File: src/rtl/irq_pkg.sv
package irq_pkg;

    localparam int NSRC  = 13;
    localparam int IDX_W = $clog2(NSRC);
    localparam int VEC_W = 16;
    localparam int NLVL  = 2;

    typedef enum logic {
        LVL_LO = 1'b0,
        LVL_HI = 1'b1
    } lvl_e;

    // Source index sitting at poll position pos (position 0 is polled first).
    function automatic logic [IDX_W-1:0] poll_src(input int pos);
        logic [IDX_W-1:0] s;
        case (pos)
            0:       s = IDX_W'(0);   // X0
            1:       s = IDX_W'(12);  // S0
            2:       s = IDX_W'(5);   // X5
            3:       s = IDX_W'(10);  // T0
            4:       s = IDX_W'(6);   // X6
            5:       s = IDX_W'(1);   // X1
            6:       s = IDX_W'(2);   // X2
            7:       s = IDX_W'(7);   // X7
            8:       s = IDX_W'(11);  // T1
            9:       s = IDX_W'(3);   // X3
            10:      s = IDX_W'(8);   // X8
            11:      s = IDX_W'(4);   // X4
            default: s = IDX_W'(9);   // X9
        endcase
        return s;
    endfunction

    // Service vector for a source index.
    function automatic logic [VEC_W-1:0] src_vector(input logic [IDX_W-1:0] idx);
        logic [VEC_W-1:0] v;
        case (idx)
            IDX_W'(0):  v = VEC_W'(16'h0003);
            IDX_W'(1):  v = VEC_W'(16'h0013);
            IDX_W'(2):  v = VEC_W'(16'h003B);
            IDX_W'(3):  v = VEC_W'(16'h0043);
            IDX_W'(4):  v = VEC_W'(16'h004B);
            IDX_W'(5):  v = VEC_W'(16'h0053);
            IDX_W'(6):  v = VEC_W'(16'h005B);
            IDX_W'(7):  v = VEC_W'(16'h0063);
            IDX_W'(8):  v = VEC_W'(16'h006B);
            IDX_W'(9):  v = VEC_W'(16'h0073);
            IDX_W'(10): v = VEC_W'(16'h000B);
            IDX_W'(11): v = VEC_W'(16'h001B);
            default:    v = VEC_W'(16'h002B);
        endcase
        return v;
    endfunction

endpackage

File: src/rtl/irq_level_pick.sv
module irq_level_pick
    import irq_pkg::*;
#(
    parameter int N  = NSRC,
    parameter int IW = IDX_W
) (
    input  logic [N-1:0]  cand_i,
    output logic          hit_o,
    output logic [IW-1:0] win_o
);

    // Walk from the last poll position to the first, so the earliest one wins.
    always_comb begin
        hit_o = 1'b0;
        win_o = '0;
        for (int pos = N - 1; pos >= 0; pos--) begin
            if (cand_i[poll_src(pos)]) begin
                hit_o = 1'b1;
                win_o = IW'(poll_src(pos));
            end
        end
    end

    always_comb begin
        if (hit_o) begin
            a_r4_winner_pending: assert (cand_i[win_o]);
        end
        a_r4_hit_iff_cand: assert (hit_o == (|cand_i));
    end

endmodule

File: src/rtl/irq_inservice.sv
module irq_inservice
    import irq_pkg::*;
#(
    parameter int L = NLVL
) (
    input  logic         clk,
    input  logic         rst_n,
    input  logic         set_i,
    input  lvl_e         set_lvl_i,
    input  logic         reti_i,
    output logic [L-1:0] ins_o
);

    typedef struct packed {
        logic [L-1:0] ins;
    } ins_st_t;

    ins_st_t st_d, st_q;

    always_comb begin
        st_d = st_q;
        if (reti_i) begin
            if (st_q.ins[LVL_HI]) st_d.ins[LVL_HI] = 1'b0;
            else                  st_d.ins[LVL_LO] = 1'b0;
        end
        if (set_i) st_d.ins[set_lvl_i] = 1'b1;
    end

    always_ff @(posedge clk or negedge rst_n) begin
        if (!rst_n) st_q <= '0;
        else        st_q <= st_d;
    end

    assign ins_o = st_q.ins;

    a_r11_reti_hi: assert property (@(posedge clk) disable iff (!rst_n)
        (reti_i && st_q.ins[LVL_HI] && !set_i) |=> !ins_o[LVL_HI] && $stable(ins_o[LVL_LO]));
    a_r11_reti_lo: assert property (@(posedge clk) disable iff (!rst_n)
        (reti_i && !st_q.ins[LVL_HI] && !set_i) |=> ins_o == '0);
    a_r10_set_mark: assert property (@(posedge clk) disable iff (!rst_n)
        (set_i && !reti_i) |=> ins_o[$past(set_lvl_i)]);

endmodule

File: src/rtl/irq_nest_ctrl.sv
module irq_nest_ctrl
    import irq_pkg::*;
#(
    parameter int N  = NSRC,
    parameter int IW = IDX_W,
    parameter int VW = VEC_W
) (
    input  logic          clk,
    input  logic          rst_n,
    input  logic          mc_tick_i,
    input  logic [N-1:0]  req_i,
    input  logic [N-1:0]  en_i,
    input  logic          glb_en_i,
    input  logic [N-1:0]  prio_i,
    output logic          cpu_irq_o,
    output logic [VW-1:0] vec_o,
    output logic [IW-1:0] src_o,
    input  logic          cpu_ack_i,
    input  logic          reti_i,
    output logic          clr_valid_o,
    output logic [IW-1:0] clr_src_o
);

    typedef struct packed {
        logic          irq;
        logic [VW-1:0] vec;
        logic [IW-1:0] src;
        lvl_e          lvl;
        logic          clr_v;
        logic [IW-1:0] clr_src;
    } ctl_st_t;

    ctl_st_t st_d, st_q;

    logic [N-1:0]    elig;
    logic [N-1:0]    cand   [NLVL];
    logic [NLVL-1:0] hit;
    logic [IW-1:0]   win    [NLVL];
    logic [NLVL-1:0] ins;
    logic            allow_hi, allow_lo;
    logic            take;

    assign elig           = req_i & en_i & {N{glb_en_i}};
    assign cand[LVL_HI]   = elig & prio_i;
    assign cand[LVL_LO]   = elig & ~prio_i;

    for (genvar g = 0; g < NLVL; g++) begin : g_lvl
        irq_level_pick #(.N(N), .IW(IW)) u_pick (
            .cand_i (cand[g]),
            .hit_o  (hit[g]),
            .win_o  (win[g])
        );
    end

    assign take = st_q.irq & cpu_ack_i;

    irq_inservice #(.L(NLVL)) u_ins (
        .clk       (clk),
        .rst_n     (rst_n),
        .set_i     (take),
        .set_lvl_i (st_q.lvl),
        .reti_i    (reti_i),
        .ins_o     (ins)
    );

    assign allow_hi = ~ins[LVL_HI];
    assign allow_lo = ~ins[LVL_HI] & ~ins[LVL_LO];

    always_comb begin
        st_d       = st_q;
        st_d.clr_v = 1'b0;
        if (st_q.irq) begin
            if (cpu_ack_i) begin
                st_d.irq     = 1'b0;
                st_d.clr_v   = 1'b1;
                st_d.clr_src = st_q.src;
            end
        end else if (mc_tick_i) begin
            if (allow_hi && hit[LVL_HI]) begin
                st_d.irq = 1'b1;
                st_d.src = win[LVL_HI];
                st_d.vec = src_vector(win[LVL_HI]);
                st_d.lvl = LVL_HI;
            end else if (allow_lo && hit[LVL_LO]) begin
                st_d.irq = 1'b1;
                st_d.src = win[LVL_LO];
                st_d.vec = src_vector(win[LVL_LO]);
                st_d.lvl = LVL_LO;
            end
        end
    end

    always_ff @(posedge clk or negedge rst_n) begin
        if (!rst_n) begin
            st_q <= '0;
        end else begin
            st_q <= st_d;
        end
    end

    assign cpu_irq_o   = st_q.irq;
    assign vec_o       = st_q.vec;
    assign src_o       = st_q.src;
    assign clr_valid_o = st_q.clr_v;
    assign clr_src_o   = st_q.clr_src;

    a_r8_rise_on_tick: assert property (@(posedge clk) disable iff (!rst_n)
        $rose(cpu_irq_o) |-> $past(mc_tick_i));
    a_r2_rise_eligible: assert property (@(posedge clk) disable iff (!rst_n)
        $rose(cpu_irq_o) |-> $past(glb_en_i && (|(req_i & en_i))));
    a_r9_hold_stable: assert property (@(posedge clk) disable iff (!rst_n)
        (cpu_irq_o && !cpu_ack_i) |=> cpu_irq_o && $stable(vec_o) && $stable(src_o));
    a_r10_ack_pulse: assert property (@(posedge clk) disable iff (!rst_n)
        (cpu_irq_o && cpu_ack_i) |=> !cpu_irq_o && clr_valid_o && clr_src_o == $past(src_o));
    a_r10_single_pulse: assert property (@(posedge clk) disable iff (!rst_n)
        clr_valid_o |=> !clr_valid_o);
    a_r12_stray_ack: assert property (@(posedge clk) disable iff (!rst_n)
        (!cpu_irq_o && cpu_ack_i) |=> !clr_valid_o);
    a_r7_high_blocks: assert property (@(posedge clk) disable iff (!rst_n)
        (!cpu_irq_o && ins[LVL_HI]) |=> !cpu_irq_o);
    a_r6_low_blocks_low: assert property (@(posedge clk) disable iff (!rst_n)
        (!cpu_irq_o && ins[LVL_LO]) |=> (!cpu_irq_o || st_q.lvl == LVL_HI));
    a_r3_high_first: assert property (@(posedge clk) disable iff (!rst_n)
        (!cpu_irq_o && mc_tick_i && hit[LVL_HI] && !ins[LVL_HI]) |=> st_q.lvl == LVL_HI);

endmodule

File: config.mk
export PLATFORM = sky130hd
export DESIGN_NAME = irq_nest_ctrl
export DESIGN_NICKNAME = d
export VERILOG_FILES = /design/src/rtl/irq_pkg.sv /design/src/rtl/irq_level_pick.sv /design/src/rtl/irq_inservice.sv /design/src/rtl/irq_nest_ctrl.sv
export SDC_FILE = /design/constraint.sdc
export NUM_CORES = 1
export LEC_CHECK = 0
export ABC_AREA = 1
export BUFFER_PORTS_ARGS = -buffer_cell sky130_fd_sc_hd__buf_2
export CORE_UTILIZATION = 30
export DETAILED_ROUTE_END_ITERATION = 6
export PLACE_DENSITY = 0.5
export SLEW_MARGIN = 20
export SYNTH_ARGS = -nofsm -noshare
export SYNTH_HDL_FRONTEND = slang
export SYNTH_HIERARCHICAL = 1
export SYNTH_SLANG_ARGS = --single-unit
File: constraint.sdc
create_clock -name clk -period 2.4 [get_ports clk]
set_clock_uncertainty 0.1 [all_clocks]
set_input_delay 0.12 -clock clk [delete_from_list [all_inputs] [get_ports clk]]
set_output_delay 0.12 -clock clk [all_outputs]
set_load 0.01 [all_outputs]
Word level (Yosys, flattened, before mapping)

Memories as Yosys holds them, arrays and structs flattened.
Cells that the tools add are included.

Output and inout port bits: 26
Input port bits: 45
Word-level logic and storage cells: 92
Bits in read-only memories: 128
Memories: 2
RAM bits: 0
Register bits: 29
Latch bits: 0

Add/sub/neg operators: 0
Shifts and indexed selects: 0
Eq/ne operators: 0
Divide/modulo/power cells: 0
Order comparisons: 2
Mux-type cells: 64
Multipliers: 0
Bitwise gates (word level): 11
Reduce and logical (&&, ||, !) cells: 6

Memories:

| name            | depth | bits a word | rd ports | clocked after Yosys merged registers in | wr ports | RTL line      | source |
|---|---|---|---|---|---|---|---|
| (no name shown) | 16    | 4           | 1        | 0                                       | 0        | irq_pkg.sv:37 | `case (idx)` |
| (no name shown) | 16    | 4           | 1        | 0                                       | 0        | irq_pkg.sv:37 |  |

Operators by type and width:

| cell               | count |
|---|---|
| $mux 4             | 26 |
| $mux 22            | 3 |
| $and 13x13->13     | 4 |
| $mux 1             | 30 |
| $not 13->13        | 1 |
| $mux 5             | 2 |
| $mux 2             | 2 |
| $logic_and 1x1->1  | 3 |
| $not 1->1          | 3 |
| $reduce_and 3->1   | 1 |
| $and 1x1->1        | 2 |
| $lt 1x2->1 const B | 1 |
| $or 2x2->2         | 1 |
| $reduce_and 2->1   | 1 |
| $reduce_bool 2->1  | 1 |
| $demux 1 s1        | 1 |
| $ge 1x1->1 const B | 1 |

Logic depth before layout (Yosys ltp)

Gate-level depths: netlist of the first run.

Word-level depth: 21
Mapped depth: 19
Gate-level depth less buffers: 18

Modules after synthesis

The synthesis of the first run kept the hierarchy.

By module, submodules not included:

| module         | cells an instance | times used | area an instance (sq um) | seq. area each (sq um) |
|---|---|---|---|---|
| irq_nest_ctrl  | 211               | 1          | 1368.8                   | 400.4 |
| irq_level_pick | 47                | 2          | 209.0                    | 0.0 |
| irq_inservice  | 10                | 1          | 85.1                     | 50.0 |

Least setup slack after synthesis of the first run

OpenSTA, ideal clock, no wires.

Kind: input port to flip-flop
Start: input port glb_en_i
End: register st_q, in the netlist vec_o[4]
Setup time: 116 ps
Setup slack: 454 ps
Path buffers: 1
Data arrival time: 1729 ps
Data required time: 2184 ps
Stages: 18
Cell sequence: buf_2 nand3_1 nor2_1 inv_1 nor2_4 nand2_1 nand2_1 nand2_1 nand2_1 nand2_1 a21oi_2 inv_1 ha_1 nor2_1 o21ai_0 nand2_1 nand2_1 nand2_1

RTL lines:

| element              | RTL line            | source |
|---|---|---|
| from (decl)          | irq_nest_ctrl.sv:13 | `input logic glb_en_i,` |
| to (signal assigned) | irq_nest_ctrl.sv:97 | `st_q <= st_d;` |
| to (decl)            | irq_nest_ctrl.sv:33 | `ctl_st_t st_d, st_q;` |

==> results of run 1 <==
-- cell type report --
cell class,instances,area share (%)
multi-input cells,227,48.3
flip-flops and latches,18,20.4
repair buffers,64,15.3
inverters,53,9.14
well taps,75,4.26
clock buffers,4,2.50
-- metrics by stage --
stage | utilization (%) | worst slack (ns) | instance area [µm²]
2_1_floorplan | - | 0.454 | 1910
3_3_place_gp | 35.4 | 0.0722 | 2110
3_5_place_dp | 35.4 | 0.0724 | 2110
4_1_cts | 36.9 | 0.337 | 2200
5_1_grt | 37.0 | 0.0392 | 2200
6_report | 37.0 | 0.425 | 2200
-- what timing repair did --
action | CTS | global route
endpoints found under the setup margin | 0 | 2
hold buffers | 3 | 0
resized for setup | 0 | 1
endpoints found under the hold margin | 20 | 0
-- worst min-delay path by stage --
stage                         start            to  cells past startpoint
after CTS                 mc_tick_i       st_q[5]                      3
final                     mc_tick_i       st_q[5]                      3
after global placement        rst_n      vec_o[1]                      1
after detailed placement      rst_n      vec_o[1]                      1
after floorplan               rst_n  clr_src_o[0]                      0
after global routing      mc_tick_i       st_q[5]                      3
-- cell families after synthesis --
group | Yosys count
AND/OR/NAND/NOR | 185
buffers and inverters | 79
AO/OA/AOI/OAI | 26
flip-flops | 18
adder cells (fa/ha/maj) | 6
other | 1
-- worst max-delay path, stage by stage --
cell and delay, ns:
sky130_fd_sc_hd__buf_2 0.21, sky130_fd_sc_hd__nand3_1 0.13, sky130_fd_sc_hd__nor2_1 0.14, sky130_fd_sc_hd__inv_1 0.08, sky130_fd_sc_hd__nor2_4 0.09, sky130_fd_sc_hd__nand2_1 0.05
sky130_fd_sc_hd__nand2_1 0.06, sky130_fd_sc_hd__nand2_1 0.04, sky130_fd_sc_hd__nand2_1 0.05, sky130_fd_sc_hd__nand2_1 0.08, sky130_fd_sc_hd__a21oi_4 0.21, sky130_fd_sc_hd__inv_1 0.08
sky130_fd_sc_hd__ha_1 0.28, sky130_fd_sc_hd__nor2_1 0.03, sky130_fd_sc_hd__o21ai_0 0.19, sky130_fd_sc_hd__nand2_1 0.07, sky130_fd_sc_hd__nand2_1 0.06, sky130_fd_sc_hd__nand2_1 0.04
-- flip-flops by register name, summed over array words and instances (netlist names) --
register     flops
src_o            4
clr_valid_o      1
clr_src_o        4
vec_o            5
cpu_irq_o        1
st_q             1
u_ins/ins_o      2
-- cells in the mapped netlist (all sizes together) --
master and count:
dfrtp 18, nor2 48, or2 5, ha 6, o21ai 18, buf 26
nor4 2, a21oi 8, nand2 101, nand3 27, nor3 2, conb 1
inv 53
-- per-layer routing --
layer  global-route usage (%)  part of all wire [%]  wire length, µm  vias up
met5                        0                     0                0        -
met4                     5.00                  0.68               29        0
met3                    0.899                   3.7              156        2
met2                     27.9                    48             2030       59
met1                     17.2                    48             2030      764
li1                         -                     -                -     1023
-- power by group --
group | switching [mW] | total [mW] | internal (mW)
clock | 0.0984 | 0.244 | 0.146
combinational | 0.388 | 0.625 | 0.237
sequential | 0.0690 | 0.483 | 0.414
total | 0.555 | 1.35 | 0.797
==> run summary, run 1 <==
Summed over all layers, the global routing overflow is 0. After routing, the total negative slack on setup checks comes to 0 ns. Fraction of the yosys area taken by sequential cells: 24.1%. The worst path needs 1.98 ns of the cycle, external delays included. The number of antenna violations at the first check in global routing is 0, and the total power per unit cell area is 614 nW/µm². In the layout the commonest cells are 98 x sky130_fd_sc_hd__nand2_1, 60 x sky130_fd_sc_hd__buf_2, 47 x sky130_fd_sc_hd__inv_1. After synthesis, the cell types taking the most area are sky130_fd_sc_hd__dfrtp_1 24%, sky130_fd_sc_hd__nand2_1 20%, sky130_fd_sc_hd__buf_4 9.6%. The largest net degree at the start of global routing is 19.

The xor/xnor share of the synthesized area came out at 0%. The final-report setup violation count is 0. Biggest fanout along the worst timing path: 13. The total area inside the core boundary comes to 5960 µm².

For the worst flop-to-flop path, the logic depth is 7. Dividing the final minimum period by the clock period gives 82.3%. The synthesized-area fraction occupied by ao, oa, aoi and oai cells came out at 7.95%. The worst-case IR drop observed on VDD is 0.344 mV.

In the final layout, the multi-input gates occupy 1060 µm². Buffers added to address setup during post-CTS repair amount to 0. The count of filler cells inserted in the layout is 696, and the first-pass GRT wire length is 7600 µm. Setup repair after global routing left no endpoint under its margin. The tools report the maximum buffer depth of the clock tree as 2. The tools report the root buffer cell as sky130_fd_sc_hd__clkbuf_8. A synthesized cell averages 5.94 µm². The post-detailed-route count of antenna-violating nets is 0, and the count of endpoints failing hold in the final timing report is 0.

The run gives 2.02 ns as the data arrival time of the critical path. The synthesized design contains 18 register bits. In the final routed layout, each cell accounts on average for 9.64 µm. In this run the register-to-register setup slack is 0.94 ns. The run finished with clean final reports.

The analysis attributes to cell leakage a power of 1.32 nW. The logs give 25 for the count of unique library cells instantiated by Yosys and 1804 for the number of global-route vias before repair. The tools report the kind of capture point of the worst setup path as a flip-flop. The CTS clock-pin slew for the worst setup and hold paths was 0.07 ns. In this run the worst hold path is classified as in2reg. The setup path with the least slack is of type in2reg. Synthesis produced a netlist whose cell count is 315. The area fraction of the dominant cell type after synthesis works out to 24.1%. Counting the buffers created by CTS gives 3.

The count of placed standard cells including taps is 434. Of the post-synthesis cell area, the part taken by muxes is 0%. The combined flip-flop and latch cell area is 450 µm², and the floorplan die width is 81.0 µm.

The synthesized netlist devotes 42.5% of its cell area to simple gates. The initialized floorplan defines 28 standard-cell rows. The die is 81.0 µm tall.

Derived from the worst setup path, the maximum achievable clock frequency is 0.506 GHz. At the worst endpoint, the required time is 2.45 ns. The critical register-to-register path endpoint is src_o[1]. Combinational family with the most area after synthesis: simple AND/OR/NAND/NOR gates. The run gives 31.4% as the starting utilization of the core area. The cell type contributing the most total cell area after synthesis is sky130_fd_sc_hd__dfrtp_1. The tools report the worst setup path startpoint as glb_en_i.

The routed design has 4250 µm of wire. The design draws 1.35 mW. The endpoint of the worst setup timing path is vec_o[4]. The final number of max-transition violations is 0. Routability-driven placement finished with a final weighted congestion of 0.827. The DRC violation count after routing was 0. Detailed routing inserted a total of 1848 vias. The commonest non-fill, non-tap cell in the layout was sky130_fd_sc_hd__nand2_1. The number of I/O port buffers is 60.

During synthesis, Yosys emitted a total of 6 warnings. The final antenna diode count came out at 0. The layout-stage area growth over the synthesis result is 17.7%, and the insertion delay of the later-clocked pin in the worst-skew pair is 0.25 ns. Across every metal layer, demand over resource in global routing totals 14.7%. The worst register-to-register path begins at u_ins/ins_o[1].

TritonCTS built the clock tree. Detailed placement finished with a half-perimeter wire length of 3650 µm. Maximum level of the CTS H-tree: 1.

For the final hold slack, the log shows 0.148 ns. After synthesis the cells add up to 1870 µm². The detailed router finished its first iteration with 79 violations.

The floorplan step defined a die boundary enclosing 6560 µm². The vias per cell came out at 4.19. The fraction of final layout cells sized beyond drive strength 1 is 23.8%, and the post-route non-filler standard cell count is 441. CTS saw 18 sinks. The tool flagged a number of max-cap violations equal to 0. The final layout contains 418 nets. Adder-cell share of the synthesized area: 4.01%.

For this run, the detailed router's first-pass iteration total came to 5. STA classifies the critical path startpoint as a primary input. The number of placed I/O pins came out at 71.
Power figures use the tool's default switching activity.
==> run 2, diff against run 1 <==
clock period = 1.9 ns   (was 2.4 ns; I/O delays follow)
==> run summary, run 2 (same netlist as run 1, synthesis figures left out) <==
Relative to the synthesized area, the layout overhead comes to 33.6%. The vias per cell was 4.18 (-0.33%); the utilization of the core after routing was 42.0% (+5.0 points). The final antenna diode count is 0 (unchanged).

The count of standard-cell rows came out at 28 (unchanged). For the maximum operating frequency, the log shows 0.581 GHz. DRC violation count after routing: 0 (unchanged). The sort of element at the start of the critical path is a primary input.

For the via count, the log shows 1988 (+7.6%). Type of the setup path with the least slack: in2reg. The clock network fraction of design power was 17.2% (-0.8 points); the die outline area was 6560 µm² (unchanged). The tools report the final hold slack as 0.134 ns (-0.0138 ns). TritonCTS built the clock tree. Count of placed standard cells including taps: 468 (+7.8%). Leakage component of the power: 1.49 nW (+14%). The number of antenna violations at the first check in global routing was 0 (unchanged); the maximum buffer depth of the clock tree was 2 (unchanged). The first-pass GRT wire length came out at 7920 µm (+4.2%). The internal power summed over all cells came out at 1.09 mW (+37%). Of the available clock period, the critical path in the final layout requires 90.5%. For the HPWL after detailed placement, the log shows 3960 µm (+8.4%). The number of I/O port buffers was 60 (unchanged). The all-layer global routing usage was 15.5% (+0.78 points). The fraction of final layout cells sized beyond drive strength 1 works out to 32.9% (+9.1 points). The tools report the maximum level of the CTS H-tree as 1 (unchanged). Setup TNS: 0 ns (unchanged). The CTS clock-pin slew for the worst setup and hold paths is 0.07 ns (about the same). The run gives 31.4% (unchanged) as the starting utilization of the core area. The run gives 0 (unchanged) as the global-route congestion overflow total. Clock tree synthesis selected as its root buffer the cell sky130_fd_sc_hd__clkbuf_8.

Final number of max-transition violations: 0 (unchanged). The tools report the part of the power in combinational logic as 49.4% (+3.2 points). The worst path required time is 1.95 ns (-0.50 ns). The data arrival time of the critical path is 1.77 ns (-0.25 ns), and the power dissipated by switching net loads is 731 µW (+32%).

The logs give 0 (unchanged) for the final-report setup violation count and 4 (-1) for the number of detailed-routing iterations run before antenna repair. The number of global-route vias before repair was 1977 (+9.6%). The library cell used most frequently in the layout, excluding fill and tap cells, is sky130_fd_sc_hd__nand2_1. The routed wire length per instance came out at 9.67 µm (+0.39%).

The run gives 0 (unchanged) as the post-detailed-route count of antenna-violating nets. The worst hold path belongs to the class in2reg. The number of nets in the layout was 453 (+8.4%); the fraction of power spent switching nets was 40.1% (-0.93 points). The global placer's final weighted congestion is 0.793 (-4.1%), and the height of the die is 81.0 µm (unchanged).

Setup repair after global routing could not meet its margin everywhere. The part of the power in registers was 33.4% (-2.3 points). The run gives 5960 µm² (unchanged) as the area of the core. The wire length reported by the detailed router came out at 4610 µm (+8.4%). The count of endpoints failing hold in the final timing report is 0 (unchanged), and the total power per unit cell area is 729 nW/µm² (+19%).

The biggest fanout along the worst timing path was 9 (-4). The shortest clock period the worst path allows after layout is 1.72 ns. Insertion delay of the later-clocked pin in the worst-skew pair: 0.26 ns (about the same). The run finished with clean final reports.

The number of flip-flops in the largest register was 5 (unchanged); the number of max-cap violations was 0 (unchanged). The tools report the largest net degree at the start of global routing as 19 (unchanged). The total clock buffers created by CTS is 3 (unchanged), and the DRC violation total after the first TritonRoute iteration is 52 (-34%). The peak supply drop came out at 0.483 mV (+41%). The library cells used most frequently in the layout, excluding fill and tap cells, are 98 x sky130_fd_sc_hd__nand2_1, 59 x sky130_fd_sc_hd__buf_2, 45 x sky130_fd_sc_hd__inv_1.

The tools report the post-route non-filler standard cell count as 476 (+7.9%). The run gives 18 (unchanged) as the CTS sink count. The worst setup path is captured at a flip-flop. The floorplan die width works out to 81.0 µm (unchanged). The tools report the number of placed I/O pins as 71 (unchanged).
## run 2: repair_timing
item	4_1_cts	5_1_grt
setup buffers	0	1
hold buffers	3	0
endpoints found under the setup margin	0	7
resized for setup	0	17
endpoints found under the hold margin	20	0
## run 2: cell type report
cell class | instances | area (µm²)
inverter | 53 | 201
multi-input combinational | 227 | 1090
fill | 691 | 3460
sequential | 18 | 450
timing repair buffer | 99 | 607
clock buffer | 4 | 55.1
tap | 75 | 93.8
## run 2: final timing paths
kind,cells after the start,startpoint,slack [ns],end
worst max register to register,7,u_ins/ins_o[1],0.56,src_o[3]
worst min-delay path,4,mc_tick_i,0.13,src_o[3]
worst min register to register,2,clr_src_o[0],0.37,clr_src_o[0]
worst max-delay path,14,glb_en_i,0.18,vec_o[1]
max in group asynchronous,2,rst_n,1.22,clr_src_o[0]
min in group asynchronous,2,rst_n,0.20,vec_o[1]
## run 2: power by group through the flow
stage / registers (mW) / logic [mW] / clock network [mW]
floorplan: 0.608 / 0.689 / 0
global placement: 0.613 / 0.896 / 0
detailed placement: 0.619 / 0.892 / 0
CTS: 0.611 / 0.902 / 0.324
global route: 0.629 / 1.05 / 0.345
finish: 0.609 / 0.901 / 0.314
## run 2: worst max-delay path, stage by stage
cell	delay [ns]
sky130_fd_sc_hd__buf_6	0.12
sky130_fd_sc_hd__buf_4	0.14
sky130_fd_sc_hd__nand3_1	0.08
sky130_fd_sc_hd__nor2_1	0.05
sky130_fd_sc_hd__buf_4	0.14
sky130_fd_sc_hd__nor2_1	0.16
sky130_fd_sc_hd__nand2_1	0.07
sky130_fd_sc_hd__nor3_1	0.22
sky130_fd_sc_hd__nand2_1	0.14
sky130_fd_sc_hd__nand2_1	0.13
sky130_fd_sc_hd__nand2_2	0.08
sky130_fd_sc_hd__nand3_4	0.07
sky130_fd_sc_hd__inv_2	0.08
sky130_fd_sc_hd__or2_1	0.21
## run 2: per-layer routing
metal,up-vias,GRT usage (%),share of wire (%)
met1,833,16.9,45
li1,1094,-,-
met4,0,6.61,1.8
met2,54,30.0,49
met5,-,0,0
met3,7,1.35,3.6
## run 2: metrics by stage
| step | cell area [µm²] | setup WS [ns] | total power, mW |
|---|---|---|---|
| after floorplan | 1910 | 0.00137 | 1.30 |
| after global placement | 2370 | -0.252 | 1.51 |
| after detailed placement | 2370 | -0.218 | 1.51 |
| after CTS | 2450 | 0.0446 | 1.84 |
| after global routing | 2500 | -0.0121 | 2.02 |
| final | 2500 | 0.180 | 1.82 |
